`src/rtl/shm_pkg.sv`:
```
package shm_pkg;
    localparam int WORD_W = 8;
    localparam int CNT_W  = 8;
    localparam int REG_W  = 16;
    localparam int ADDR_W = 3;

    localparam logic [ADDR_W-1:0] A_GLB  = 3'd0;
    localparam logic [ADDR_W-1:0] A_MODE = 3'd1;
    localparam logic [ADDR_W-1:0] A_FMT  = 3'd2;
    localparam logic [ADDR_W-1:0] A_GAP  = 3'd3;
    localparam logic [ADDR_W-1:0] A_IDLE = 3'd4;
    localparam logic [ADDR_W-1:0] A_TXW  = 3'd5;
    localparam logic [ADDR_W-1:0] A_RXW  = 3'd6;

    typedef enum logic [2:0] {
        ST_IDLE,
        ST_LEAD,
        ST_LOW,
        ST_HIGH,
        ST_TRAIL
    } shm_state_e;

    typedef struct packed {
        logic              tgt;
        logic              keep;
        logic [WORD_W-1:0] data;
    } shm_word_t;
endpackage

```
`src/rtl/shm_regs.sv`:
```
module shm_regs
    import shm_pkg::*;
#(
    parameter int CW = CNT_W
) (
    input  logic              clk,
    input  logic              rst_n,
    input  logic              wr,
    input  logic              rd,
    input  logic [ADDR_W-1:0] addr,
    input  logic [REG_W-1:0]  wdata,
    output logic [REG_W-1:0]  rdata,
    output logic              awake,
    output logic              go,
    output logic [CW-1:0]     pre,
    output logic [CW-1:0]     lead,
    output logic [CW-1:0]     trail,
    output logic              idle_lvl,
    output logic              buf_full,
    output shm_word_t         buf_word,
    input  logic              take,
    input  logic              rx_done,
    input  logic [WORD_W-1:0] rx_byte
);
    localparam int WW = $bits(shm_word_t);

    logic              awake_q, idle_q, tx_full_q, rx_empty_q;
    logic [1:0]        mode_q;
    logic [CW-1:0]     pre_q, lead_q, trail_q;
    shm_word_t         word_q;
    logic [WORD_W-1:0] rxb_q;

    always_ff @(posedge clk or negedge rst_n) begin
        if (!rst_n) begin
            awake_q    <= 1'b0;
            mode_q     <= '0;
            pre_q      <= '0;
            lead_q     <= '0;
            trail_q    <= '0;
            idle_q     <= 1'b1;
            word_q     <= '0;
            tx_full_q  <= 1'b0;
            rx_empty_q <= 1'b1;
            rxb_q      <= '0;
        end else begin
            if (wr && addr == A_GLB) begin
                if (wdata[0])      awake_q <= 1'b0;
                else if (wdata[1]) awake_q <= 1'b1;
            end
            if (!awake_q) begin
                mode_q     <= '0;
                pre_q      <= '0;
                lead_q     <= '0;
                trail_q    <= '0;
                idle_q     <= 1'b1;
                word_q     <= '0;
                tx_full_q  <= 1'b0;
                rx_empty_q <= 1'b1;
                rxb_q      <= '0;
            end else begin
                if (wr) begin
                    case (addr)
                        A_MODE: mode_q <= wdata[1:0];
                        A_FMT:  pre_q  <= wdata[CW-1:0];
                        A_GAP: begin
                            lead_q  <= wdata[CW-1:0];
                            trail_q <= wdata[8 +: CW];
                        end
                        A_IDLE: idle_q <= wdata[0];
                        default: ;
                    endcase
                end
                if (take) tx_full_q <= 1'b0;
                if (wr && addr == A_TXW && go && !tx_full_q) begin
                    tx_full_q <= 1'b1;
                    word_q    <= shm_word_t'(wdata[WW-1:0]);
                end
                if (rd && addr == A_RXW) rx_empty_q <= 1'b1;
                if (rx_done) begin
                    rx_empty_q <= 1'b0;
                    rxb_q      <= rx_byte;
                end
            end
        end
    end

    always_comb begin
        awake    = awake_q;
        go       = awake_q && mode_q[0] && mode_q[1];
        pre      = pre_q;
        lead     = lead_q;
        trail    = trail_q;
        idle_lvl = idle_q;
        buf_full = tx_full_q;
        buf_word = word_q;
    end

    always_comb begin
        rdata = '0;
        case (addr)
            A_GLB:  rdata[0] = awake_q;
            A_MODE: rdata[1:0] = mode_q;
            A_FMT:  rdata[CW-1:0] = pre_q;
            A_GAP: begin
                rdata[CW-1:0] = lead_q;
                rdata[8 +: CW] = trail_q;
            end
            A_IDLE: rdata[0] = idle_q;
            A_TXW:  rdata[WW-1:0] = word_q;
            A_RXW: begin
                rdata[WORD_W-1:0] = rxb_q;
                rdata[8] = rx_empty_q;
                rdata[9] = tx_full_q;
            end
            default: ;
        endcase
    end


    take_clears_chk: assert property (@(posedge clk) disable iff (!rst_n)
        take |=> !tx_full_q);


    no_load_when_off_chk: assert property (@(posedge clk) disable iff (!rst_n)
        !go |=> !$rose(tx_full_q));


    rx_fill_chk: assert property (@(posedge clk) disable iff (!rst_n)
        rx_done |=> !rx_empty_q);
endmodule

```
`src/rtl/shm_engine.sv`:
```
module shm_engine
    import shm_pkg::*;
#(
    parameter int CW = CNT_W
) (
    input  logic              clk,
    input  logic              rst_n,
    input  logic              clr,
    input  logic              go,
    input  logic [CW-1:0]     pre,
    input  logic [CW-1:0]     lead,
    input  logic [CW-1:0]     trail,
    input  logic              buf_full,
    input  shm_word_t         buf_word,
    output logic              take,
    output logic              rx_done,
    output logic [WORD_W-1:0] rx_byte,
    input  logic              miso,
    output logic              sclk,
    output logic              mosi,
    output logic              cs_on
);
    localparam int TW = CW + 1;
    localparam int BW = $clog2(WORD_W);
    localparam logic [BW-1:0] TOP_BIT = BW'(WORD_W - 1);

    shm_state_e        state_q, state_d;
    logic [TW-1:0]     cnt_q, n_len, hi_len, lo_len, lead_len, trail_len;
    logic [BW-1:0]     bit_q;
    logic [WORD_W-1:0] tx_q, rx_q;
    logic              keep_q, cs_q;
    logic              lo_end, hi_end, last_bit;

    always_comb begin
        n_len     = (pre == '0) ? TW'(2) : TW'(pre) + TW'(1);
        hi_len    = n_len >> 1;
        lo_len    = n_len - hi_len;
        lead_len  = TW'(lead);
        trail_len = TW'(trail);
        lo_end    = (cnt_q == lo_len);
        hi_end    = (cnt_q == hi_len);
        last_bit  = (bit_q == '0);
    end

    always_comb begin : next_state
        state_d = state_q;
        take    = 1'b0;
        unique case (state_q)
            ST_IDLE:
                if (go && buf_full) begin
                    take    = 1'b1;
                    state_d = (cs_q || lead == '0) ? ST_LOW : ST_LEAD;
                end
            ST_LEAD:
                if (cnt_q == lead_len) state_d = ST_LOW;
            ST_LOW:
                if (lo_end) state_d = ST_HIGH;
            ST_HIGH:
                if (hi_end) begin
                    if (!last_bit) begin
                        state_d = ST_LOW;
                    end else if (keep_q) begin
                        if (go && buf_full) begin
                            take    = 1'b1;
                            state_d = ST_LOW;
                        end else begin
                            state_d = ST_IDLE;
                        end
                    end else begin
                        state_d = (trail == '0) ? ST_IDLE : ST_TRAIL;
                    end
                end
            ST_TRAIL:
                if (cnt_q == trail_len) state_d = ST_IDLE;
            default: state_d = ST_IDLE;
        endcase
    end

    always_ff @(posedge clk or negedge rst_n) begin : state_reg
        if (!rst_n)   state_q <= ST_IDLE;
        else if (clr) state_q <= ST_IDLE;
        else          state_q <= state_d;
    end

    always_ff @(posedge clk or negedge rst_n) begin : datapath
        if (!rst_n) begin
            cnt_q  <= TW'(1);
            bit_q  <= '0;
            tx_q   <= '0;
            rx_q   <= '0;
            keep_q <= 1'b0;
            cs_q   <= 1'b0;
        end else if (clr) begin
            cnt_q  <= TW'(1);
            bit_q  <= '0;
            tx_q   <= '0;
            rx_q   <= '0;
            keep_q <= 1'b0;
            cs_q   <= 1'b0;
        end else begin
            cnt_q <= (state_d != state_q) ? TW'(1) : cnt_q + TW'(1);
            if (take) begin
                tx_q   <= buf_word.data;
                keep_q <= buf_word.keep;
                bit_q  <= TOP_BIT;
                if (!cs_q) cs_q <= !buf_word.tgt;
            end else if (state_q == ST_HIGH && hi_end && !last_bit) begin
                tx_q  <= tx_q << 1;
                bit_q <= bit_q - BW'(1);
            end
            if (state_q == ST_LOW && lo_end) rx_q <= {rx_q[WORD_W-2:0], miso};
            if (state_d == ST_IDLE && state_q != ST_IDLE && !keep_q) cs_q <= 1'b0;
        end
    end

    always_comb begin : outputs
        sclk    = (state_q == ST_HIGH);
        mosi    = (state_q == ST_IDLE) ? 1'b0 : tx_q[WORD_W-1];
        cs_on   = cs_q;
        rx_done = (state_q == ST_HIGH) && hi_end && last_bit;
        rx_byte = rx_q;
    end


    cs_release_chk: assert property (@(posedge clk) disable iff (!rst_n || clr)
        ($fell(cs_q) && !$past(clr)) |-> ($past(state_q) == ST_TRAIL || $past(state_q) == ST_HIGH));


    high_after_low_chk: assert property (@(posedge clk) disable iff (!rst_n || clr)
        (state_q == ST_HIGH) |-> ($past(state_q) == ST_LOW || $past(state_q) == ST_HIGH));
endmodule

```
`src/rtl/spi_hold_master.sv`:
```
module spi_hold_master
    import shm_pkg::*;
#(
    parameter int CW = CNT_W
) (
    input  logic              clk,
    input  logic              rst_n,
    input  logic              reg_wr,
    input  logic              reg_rd,
    input  logic [ADDR_W-1:0] reg_addr,
    input  logic [REG_W-1:0]  reg_wdata,
    output logic [REG_W-1:0]  reg_rdata,
    output logic              spi_sclk,
    output logic              spi_mosi,
    input  logic              spi_miso,
    output logic              spi_cs_n
);
    logic              awake, go, idle_lvl, buf_full, take, rx_done, cs_on;
    logic [CW-1:0]     pre, lead, trail;
    shm_word_t         buf_word;
    logic [WORD_W-1:0] rx_byte;

    shm_regs #(.CW(CW)) u_regs (
        .clk      (clk),
        .rst_n    (rst_n),
        .wr       (reg_wr),
        .rd       (reg_rd),
        .addr     (reg_addr),
        .wdata    (reg_wdata),
        .rdata    (reg_rdata),
        .awake    (awake),
        .go       (go),
        .pre      (pre),
        .lead     (lead),
        .trail    (trail),
        .idle_lvl (idle_lvl),
        .buf_full (buf_full),
        .buf_word (buf_word),
        .take     (take),
        .rx_done  (rx_done),
        .rx_byte  (rx_byte)
    );

    shm_engine #(.CW(CW)) u_engine (
        .clk      (clk),
        .rst_n    (rst_n),
        .clr      (!awake),
        .go       (go),
        .pre      (pre),
        .lead     (lead),
        .trail    (trail),
        .buf_full (buf_full),
        .buf_word (buf_word),
        .take     (take),
        .rx_done  (rx_done),
        .rx_byte  (rx_byte),
        .miso     (spi_miso),
        .sclk     (spi_sclk),
        .mosi     (spi_mosi),
        .cs_on    (cs_on)
    );

    assign spi_cs_n = cs_on ? 1'b0 : idle_lvl;
endmodule

```
`config.mk`:
```
export PLATFORM = sky130hd
export DESIGN_NAME = spi_hold_master
export DESIGN_NICKNAME = d
export VERILOG_FILES = /design/src/rtl/shm_pkg.sv /design/src/rtl/shm_regs.sv /design/src/rtl/shm_engine.sv /design/src/rtl/spi_hold_master.sv
export SDC_FILE = /design/constraint.sdc
export NUM_CORES = 1
export LEC_CHECK = 0
export CORE_AREA = 2 2 83 117
export DETAILED_ROUTE_END_ITERATION = 10
export DIE_AREA = 0 0 85 119
export PLACE_DENSITY = 0.94
export SLEW_MARGIN = 20
export SYNTH_ARGS = -nofsm -noshare
export SYNTH_HDL_FRONTEND = slang
export SYNTH_HIERARCHICAL = 1
export SYNTH_SLANG_ARGS = --single-unit
```
`constraint.sdc`:
```
create_clock -name clk -period 8 [get_ports clk]
set_clock_uncertainty 0.1 [all_clocks]
set_input_delay 0.8 -clock clk [delete_from_list [all_inputs] [get_ports clk]]
set_output_delay 0.8 -clock clk [all_outputs]
set_load 0.02 [all_outputs]
```
==> run metrics <==
outcome complete, no violations; Worst setup EP type output port; GRT Total Usage 31.5%; synthesis warning total 6; Worst-Margin Slew 1.03 ns; Syn Nets 662; share of cells above drive strength 1 7.51%; Mapped Cells 624; HP Class in -> async; drt initial violations 634; # DRC 0; Tcrit/Tclk final 58.1%; Final Max Tran Viols 0; vias in the first global route 5004; CTS buffer count 9; PwrDens 184 mW/mm^2; Layout area overhead 11.4%; crit path time final 4.65 ns; Buffers on Ports 42; Worst EP required 7.10 ns; register area share after synthesis 35.6%; crit start category input port; clk sinks 81; f_max 215 MHz; Crit Path Category in -> out; initial antenna violation count 0; CTS tree done; Root Driver clkbuf_16; Yosys top cell area share 34.3%; dpl cells 733; Ant. Diodes 0; worst skew pair latency 0.34 ns; die area 0.0101 sq mm; VDD IR-drop max 0.000159 V; Initial Util 61.9%; Synth cell types 77; fin cells 749; Total Nets Final 672; CTS Hold Bufs 0; vias per cell 6.76; unrepaired setup endpoints after global routing no; die width 85 microns; largest net degree at the start of global routing 82; crit path max fanout 25; Final Wtd Congestion 0.920; Finish-stage setup viols 0; antenna-violating nets left 0; Die Y 119 microns; setup TNS 0 ns; total wire length 15.7 mm; FP Rows 42; Post-CTS Setup Bufs 0; Critical Path AT 3.75 ns; ys async rst share 100%; GR Overflow Total 0; Lkg Pwr 2.60 nW; CTS Buffer Depth 2; Rel. slew slack 31.4%; fillers 602; Post-synth EDFFs 0; drt pass-1 iters 5; IO Count 43; dominant cells by area after synthesis dfrtp_1 (34%), mux2i_1 (7.9%), xnor2_1 (4.3%), nand3_1 (3.4%), xor2_1 (3.4%); area leader, netlist dfrtp_1; # resized after CTS 0; WL per Instance 21.0 microns; Netlist Area Pre-Place 0.00570 sq mm; syn_area_per_cell 9.13 sq um; Worst-path clk slew 0.06 ns; core area 0.00920 sq mm; total power 1.17 mW; register bit total from synthesis 81; CTS H-Tree Depth 3; number of max-cap violations 0; main flop type after synthesis dfrtp_1; first-pass GRT wire length 25.0 mm; Detailed Place HPWL 10.8 mm; Vias 5061; Final Hold Fails 0
[synthesized netlist by cell type (5+ instances only)]
| cell | instances |
|---|---|
| mux2i_1 | 45 |
| a211oi_1 | 5 |
| nor4_1 | 7 |
| ha_1 | 13 |
| buf_6 | 5 |
| nor2_1 | 22 |
| a211o_1 | 9 |
| a22oi_1 | 8 |
| nand2_1 | 45 |
| nor2b_1 | 24 |
| a21oi_1 | 32 |
| a2111oi_0 | 8 |
| nor3b_1 | 10 |
| o22ai_1 | 7 |
| xnor2_1 | 28 |
| buf_2 | 20 |
| dfrtp_1 | 78 |
| nor3_1 | 20 |
| clkbuf_1 | 13 |
| nand3_1 | 39 |
| nand2b_1 | 11 |
| o21ai_0 | 29 |
| inv_1 | 28 |
| and3_1 | 14 |
| xor2_1 | 22 |
[placed cells by master, fill, tap and decap left out, drive strengths merged, types with 6 or more instances in the layout]
| cell type | Yosys | final |
|---|---|---|
| a2111oi | 10 | 10 |
| a211o | 9 | 9 |
| a211oi | 6 | 6 |
| a21oi | 33 | 33 |
| a22oi | 8 | 8 |
| and3 | 14 | 14 |
| clkbuf | 15 | 11 |
| clkdlybuf4s50 | 0 | 41 |
| dfrtp | 78 | 78 |
| ha | 13 | 13 |
| inv | 29 | 29 |
| mux2i | 45 | 45 |
| nand2 | 45 | 45 |
| nand2b | 11 | 11 |
| nand3 | 40 | 40 |
| nor2 | 24 | 24 |
| nor2b | 26 | 26 |
| nor3 | 20 | 20 |
| nor3b | 10 | 10 |
| nor4 | 8 | 8 |
| o21ai | 32 | 32 |
| o22ai | 7 | 7 |
| xnor2 | 28 | 28 |
| xor2 | 23 | 23 |
[final cells by class]
class | instances | area [sq um] | share of cell area [%]
multi-input combinational | 468 | 3300 | 52.1
sequential | 81 | 2030 | 32.0
timing repair buffer | 44 | 437 | 6.88
clock buffer | 11 | 243 | 3.83
tap | 110 | 138 | 2.17
inverter | 30 | 113 | 1.77
clock inverter | 5 | 80.1 | 1.26
[stage by stage]
| stage | worst slack [ns] | hold WS [ns] | instance area [sq um] | util [%] |
|---|---|---|---|---|
| CTS | 3.47 | 0.480 | 6340 | 69.0 |
| finish | 3.35 | 0.383 | 6340 | 69.0 |
| detailed placement | 3.54 | 0.449 | 6020 | 65.4 |
| floorplan | 4.41 | 0.404 | 5700 | - |
| global route | 3.21 | 0.465 | 6340 | 69.0 |
| global placement | 3.70 | 0.446 | 6020 | 65.4 |
[worst max-delay path, stage by stage]
cell	delay, ns
clkdlybuf4s50_1	0.95
nor2b_1	0.89
a22oi_1	0.20
o22ai_1	0.25
clkdlybuf4s50_1	0.66
[final timing paths]
path	start	end	slack [ns]	depth (start not counted)
max in group asynchronous	rst_n	u_engine/cnt_q[8]$_DFF_PN0_	6.92	1
worst max register to register	u_regs/pre[3]$_DFFE_PN0P_	u_engine/cnt_q[4]$_DFF_PN0_	3.47	14
worst min register to register	u_regs/idle_lvl$_DFFE_PN1P_	u_regs/idle_lvl$_DFFE_PN1P_	0.48	2
worst min-delay path	rst_n	u_regs/buf_word[0]$_DFFE_PN0P_	0.38	1
min in group clk	u_regs/idle_lvl$_DFFE_PN1P_	u_regs/idle_lvl$_DFFE_PN1P_	0.48	2
worst max-delay path	reg_addr[0]	reg_rdata[4]	3.35	5
[logic make-up (layout without fill, tap and decap cells)]
kind of cell               count (synthesis)  count (layout)  share of synthesized area, %
and+or+nand+nor                          225             225                          22.5
adders and majority gates                 14              14                          3.21
xor gates and xnor gates                  51              51                          7.97
DFF                                       81              81                          35.6
muxes                                     48              48                          8.50
AOI/OAI and AO/OA                        130             130                          15.8
buffers and inverters                     75              90                          6.35
[registers in the layout, summed over array words and instances (netlist names), 2 cells and up]
| name | count |
|---|---|
| u_regs/buf_word | 10 |
| u_regs/trail | 8 |
| u_engine/cnt_q | 9 |
| u_regs/pre | 8 |
| u_engine/tx_q | 8 |
| u_engine/bit_q | 3 |
| u_regs/rxb_q | 8 |
| u_regs/lead | 8 |
| u_regs/mode_q | 2 |
| u_engine/state_q | 3 |
| u_engine/rx_byte | 8 |
[layer usage]
layer | wire [microns] | GRT usage (%) | vias up
met5 | 0 | 0 | -
met4 | 1150 | 22.8 | 0
met3 | 1050 | 5.34 | 87
met2 | 7730 | 51.1 | 322
met1 | 5760 | 37.2 | 2395
li1 | - | - | 2257
[where the power goes]
part,internal (mW),switching [mW]
logic,0.113,0.160
clock network,0.281,0.163
registers,0.422,0.0312
total,0.816,0.354
Power figures use the tool's default switching activity.
